### config.mk
export PLATFORM = sky130hd
export DESIGN_NAME = sys_rst_gen
export DESIGN_NICKNAME = d
export VERILOG_FILES = /design/src/rtl/sys_rst_pkg.sv /design/src/rtl/sys_rst_sync.sv /design/src/rtl/sys_rst_holdoff.sv /design/src/rtl/sys_rst_drive.sv /design/src/rtl/sys_rst_gen.sv
export SDC_FILE = /design/constraint.sdc
export NUM_CORES = 1
export LEC_CHECK = 0
export CAP_MARGIN = 10
export CORE_ASPECT_RATIO = 1.5
export CORE_MARGIN = 4
export CORE_UTILIZATION = 32
export CTS_BUF_LIST = sky130_fd_sc_hd__clkbuf_8
export CTS_CLUSTER_SIZE = 30
export DETAILED_ROUTE_END_ITERATION = 10
export SKIP_LAST_GASP = 1
export SLEW_MARGIN = 20
export SYNTH_ARGS = -nofsm -noshare
export SYNTH_HDL_FRONTEND = slang
export SYNTH_SLANG_ARGS = --single-unit
### constraint.sdc
create_clock -name clk -period 2.4 [get_ports clk]
set_clock_uncertainty 0.2 [all_clocks]
set_input_delay 0.36 -clock clk [delete_from_list [all_inputs] [get_ports clk]]
set_output_delay 0.36 -clock clk [all_outputs]
set_load 0.03 [all_outputs]
### src/rtl/sys_rst_pkg.sv
package sys_rst_pkg;

  // Hold-off state: reset held, or released to the system.
  typedef enum logic {
    ST_HELD = 1'b0,
    ST_FREE = 1'b1
  } rel_state_t;

  function automatic int cnt_width(input int n);
    return (n > 1) ? $clog2(n) : 1;
  endfunction

endpackage

### src/rtl/sys_rst_sync.sv
module sys_rst_sync #(
  parameter int  STAGES    = 2,
  parameter logic RST_VAL  = 1'b1
) (
  input  logic clk,
  input  logic rst,
  input  logic d_async,
  output logic q_sync
);

  logic [STAGES-1:0] chain_q;

  always_ff @(posedge clk) begin
    if (rst) begin
      chain_q <= {STAGES{RST_VAL}};
    end else begin
      chain_q[0] <= d_async;
      for (int i = 1; i < STAGES; i++) begin
        chain_q[i] <= chain_q[i-1];
      end
    end
  end

  assign q_sync = chain_q[STAGES-1];

endmodule

### src/rtl/sys_rst_holdoff.sv
module sys_rst_holdoff
  import sys_rst_pkg::*;
#(
  parameter int DELAY_CYCLES = 2_000_000
) (
  input  logic       clk,
  input  logic       rst,
  input  logic       fault,
  output rel_state_t state_d
);

  localparam int              CNT_W = cnt_width(DELAY_CYCLES);
  localparam logic [CNT_W-1:0] LAST = CNT_W'(DELAY_CYCLES - 1);

  rel_state_t       state_q;
  logic [CNT_W-1:0] cnt_q, cnt_d;

  always_comb begin
    state_d = state_q;
    cnt_d   = cnt_q;
    if (fault) begin
      state_d = ST_HELD;
      cnt_d   = '0;
    end else if (state_q == ST_HELD) begin
      if (cnt_q == LAST) begin
        state_d = ST_FREE;
      end else begin
        cnt_d = cnt_q + 1'b1;
      end
    end
  end

  always_ff @(posedge clk) begin
    if (rst) begin
      state_q <= ST_HELD;
      cnt_q   <= '0;
    end else begin
      state_q <= state_d;
      cnt_q   <= cnt_d;
    end
  end

endmodule

### src/rtl/sys_rst_drive.sv
module sys_rst_drive
  import sys_rst_pkg::*;
(
  input  logic       clk,
  input  logic       rst,
  input  rel_state_t state_d,
  output logic       rst_out_n,
  output logic       rst_out
);

  always_ff @(posedge clk) begin
    if (rst) begin
      rst_out_n <= 1'b0;
      rst_out   <= 1'b1;
    end else begin
      rst_out_n <= (state_d == ST_FREE);
      rst_out   <= (state_d == ST_HELD);
    end
  end

endmodule

### src/rtl/sys_rst_gen.sv
module sys_rst_gen
  import sys_rst_pkg::*;
#(
  parameter int DELAY_CYCLES = 2_000_000,
  parameter int SYNC_STAGES  = 2
) (
  input  logic clk,
  input  logic rst,
  input  logic supply_ok,
  input  logic man_req_n,
  output logic rst_out_n,
  output logic rst_out
);

  logic       man_sync;
  logic       fault;
  rel_state_t state_d;

  sys_rst_sync #(
    .STAGES  (SYNC_STAGES),
    .RST_VAL (1'b1)
  ) u_man_sync (
    .clk     (clk),
    .rst     (rst),
    .d_async (man_req_n),
    .q_sync  (man_sync)
  );

  assign fault = !supply_ok || !man_sync;

  sys_rst_holdoff #(
    .DELAY_CYCLES (DELAY_CYCLES)
  ) u_holdoff (
    .clk     (clk),
    .rst     (rst),
    .fault   (fault),
    .state_d (state_d)
  );

  sys_rst_drive u_drive (
    .clk       (clk),
    .rst       (rst),
    .state_d   (state_d),
    .rst_out_n (rst_out_n),
    .rst_out   (rst_out)
  );

endmodule

==> flow_summary.toml <==
[status]
status = "complete, no violations"

[routing]
drc_errors = 0
detail-route-antenna-nets = 0
viasPerCell = 5.54
drt_iter0_drcs = 37
routed_wirelength_um = 2430
num_vias = 1036
detailed_routing_iterations_pass_1 = 4
routed_wire_length_per_instance_um = 13.0

[logic_synthesis]
synth.mux.area_fraction = 0.0656
synth_edf_count = 0
largest_family_of_logic_cells_by_synthesized_area = "simple AND/OR/NAND/NOR gates"
synth_top_flop_cell = "sky130_fd_sc_hd__dfxtp_1"
dominant_cell_by_count_in_the_synthesized_netlist = "sky130_fd_sc_hd__dfxtp_1"
postSynthRegisterBits = 25
share_of_the_synthesized_area_in_the_top_cell_type = 0.410
synth_area_leader_cell = "sky130_fd_sc_hd__dfxtp_1"
mappedNetlistNets = 142
synthesis.area_per_instance_um2 = 8.90
async_set_or_reset_register_ratio_after_synthesis = 0
synth_top_cells_by_count = "sky130_fd_sc_hd__dfxtp_1 (25), sky130_fd_sc_hd__nand2_1 (17), sky130_fd_sc_hd__or2_2 (10)"
synth_adder_area_share = 0.0103
synth-simple-area-share = 0.314
synthDistinctLibCells = 34
synth_warnings = 0
synthXorXnorAreaFrac = 0.0144
ranking_of_synthesized_cells_by_area = "sky130_fd_sc_hd__dfxtp_1 (41%), sky130_fd_sc_hd__mux2i_1 (6.6%), sky130_fd_sc_hd__nand2_1 (5.2%), sky130_fd_sc_hd__or2_2 (5.1%), sky130_fd_sc_hd__a21oi_1 (3.7%)"
synth-compound-area-share = 0.145
synthCells = 137
mappedNetlistArea_um2 = 1220
sequential_to_total_area_share_from_yosys_stat = 0.410

[cts]
cts_buffer_depth = 2
clock_latency_ns = 0.26
cts_htree_levels = 1
clock-sinks = 25
root_buf_cell = "sky130_fd_sc_hd__clkbuf_8"
postCtsResizedCells = 0
tritoncts.num_buffers = 3
postCtsSetupRepairBufs = 0
cts_tree = "built"
clk_pin_slew_ns = 0.08
cts-hold-fix-buffers = 0

[global_route]
wire_length_of_the_first_global_routing_pass_um = 4690
initial_antenna_violation_count = 0
first_global_vias = 1115
grt_max_degree = 18
globalRouteOverflowTotal = 0
grt.total_usage = 0.118

[min_path]
hold_path.class = "flop to flop"

[setup_path]
r2r_slack_ns = 0.20
cp-start-kind = "flop"
timing.setup.critical_path_class = "flop to flop"
required_ns = 2.40
worst_path_arrival_ns = 2.20
cp_max_fo = 11
crit_path_end_kind = "flop"

[job]
drv.max_cap_violation_count = 0

[placement]
dp_hpwl_um = 1850
io_buffers = 5
gp_congestion = 0.813
preCtsSetupSlack_ns = 0.220

[floorplan]
die_height_um = 83.6
die_width_um = 58.4
area_of_the_die_um2 = 4880
coreArea_um2 = 3680
ioPinCount = 6
row_count = 27
start_util = 0.331

[final_layout]
finalNetCount = 150
layout-drive-gt1-share = 0.160
flow.area_growth_from_synthesis_pct = 12.4
final_core_util = 0.372
insertedDiodeCount = 0

[sta]
worstMarginPinSlew_ns = 0.556
final-setup-viol-count = 0
rsz0062_at_grt = "no"
fin_setup_tns_ns = 0
timing.final.crit_period_ns = 2.20
final-hold-violation-count = 0
slew_viol_final = 0
fmax_ghz = 0.454
slew-limit-headroom = 0.620
postLayoutSetupSlackWorst_ns = 0.199
finalCritPeriodShare = 0.917

[pwr]
power_per_cell_area_nw_per_um2 = 499
total_power_w = 0.000684
peakVddDrop_v = 0.000350
power.static_leakage_nw = 0.427
report_power, final:
group / internal, W / total (W) / switching (W)
Clock: 0.000114 / 0.000240 / 0.000125
Combinational: 0.0000126 / 0.0000251 / 0.0000125
Sequential: 0.000417 / 0.000419 / 0.00000197
Total: 0.000544 / 0.000684 / 0.000140
metrics by stage:
step / instances / hold WS, ns / cell area, µm²
2_1_floorplan: 137 / 0.189 / 1220
3_3_place_gp: 183 / 0.200 / 1330
3_5_place_dp: 183 / 0.202 / 1330
4_1_cts: 187 / 0.234 / 1370
5_1_grt: 187 / 0.243 / 1370
6_report: 187 / 0.229 / 1370
per-layer routing:
layer	up-vias	track usage	part of all wire
met5	-	0	0
met1	491	0.130	0.41
li1	522	-	-
met4	0	0.0527	0.013
met3	4	0.0232	0.025
met2	19	0.209	0.55
state kept, by name, indices dropped and copies added, names as in the netlist:
| name | cells |
|---|---|
| u_holdoff.state_q | 1 |
| u_holdoff.cnt_q | 21 |
| u_man_sync.chain_q | 2 |
| u_drive.rst_out | 1 |
area by class of cell:
type	count	area [µm²]
Fill cell	359	2310
Multi-Input combinational cell	101	669
Sequential cell	25	500
Timing Repair Buffer	10	87.6
Tap cell	43	53.8
Clock buffer	3	41.3
Inverter	4	15.0
Clock inverter	1	3.75
logic make-up after synthesis:
| kind of cell | Yosys count |
|---|---|
| xor+xnor | 2 |
| buf+inv | 11 |
| flops | 25 |
| compound gates | 28 |
| mux | 8 |
| simple gates | 62 |
| fa+ha+maj | 1 |
layout by cell type (no fill, tap or decap), types with 4 or more instances in the layout:
master                            synthesis  routed
sky130_fd_sc_hd__nand2_1                 17      17
sky130_fd_sc_hd__dfxtp_1                 25      25
sky130_fd_sc_hd__nor2_1                   4       4
sky130_fd_sc_hd__o21ai_0                  5       5
sky130_fd_sc_hd__o31ai_1                  5       5
sky130_fd_sc_hd__a21oi_1                  9       9
sky130_fd_sc_hd__clkdlybuf4s50_1          0       5
sky130_fd_sc_hd__nand4_1                  4       4
sky130_fd_sc_hd__buf_4                    0       5
sky130_fd_sc_hd__or2_2                   10      10
sky130_fd_sc_hd__mux2i_1                  8       8
sky130_fd_sc_hd__or4_1                    6       6
sky130_fd_sc_hd__nand3_1                  4       4
sky130_fd_sc_hd__inv_1                    4       5
worst paths after layout:
path / start / end / cells past startpoint
setup / recovery: u_holdoff.cnt_q[0] / u_holdoff.cnt_q[18] / 5
hold reg to reg: u_man_sync.chain_q[0] / u_man_sync.chain_q[1] / 1
setup reg to reg: u_holdoff.cnt_q[0] / u_holdoff.cnt_q[18] / 5
hold / removal: u_man_sync.chain_q[0] / u_man_sync.chain_q[1] / 1
critical path: stages, from the launching register on:
cell	delay, ns
sky130_fd_sc_hd__dfxtp_1	0.38
sky130_fd_sc_hd__ha_1	0.22
sky130_fd_sc_hd__nand4_2	0.18
sky130_fd_sc_hd__or4_4	0.59
sky130_fd_sc_hd__or4_1	0.41
sky130_fd_sc_hd__a21oi_1	0.15
Power figures use the tool's default switching activity.
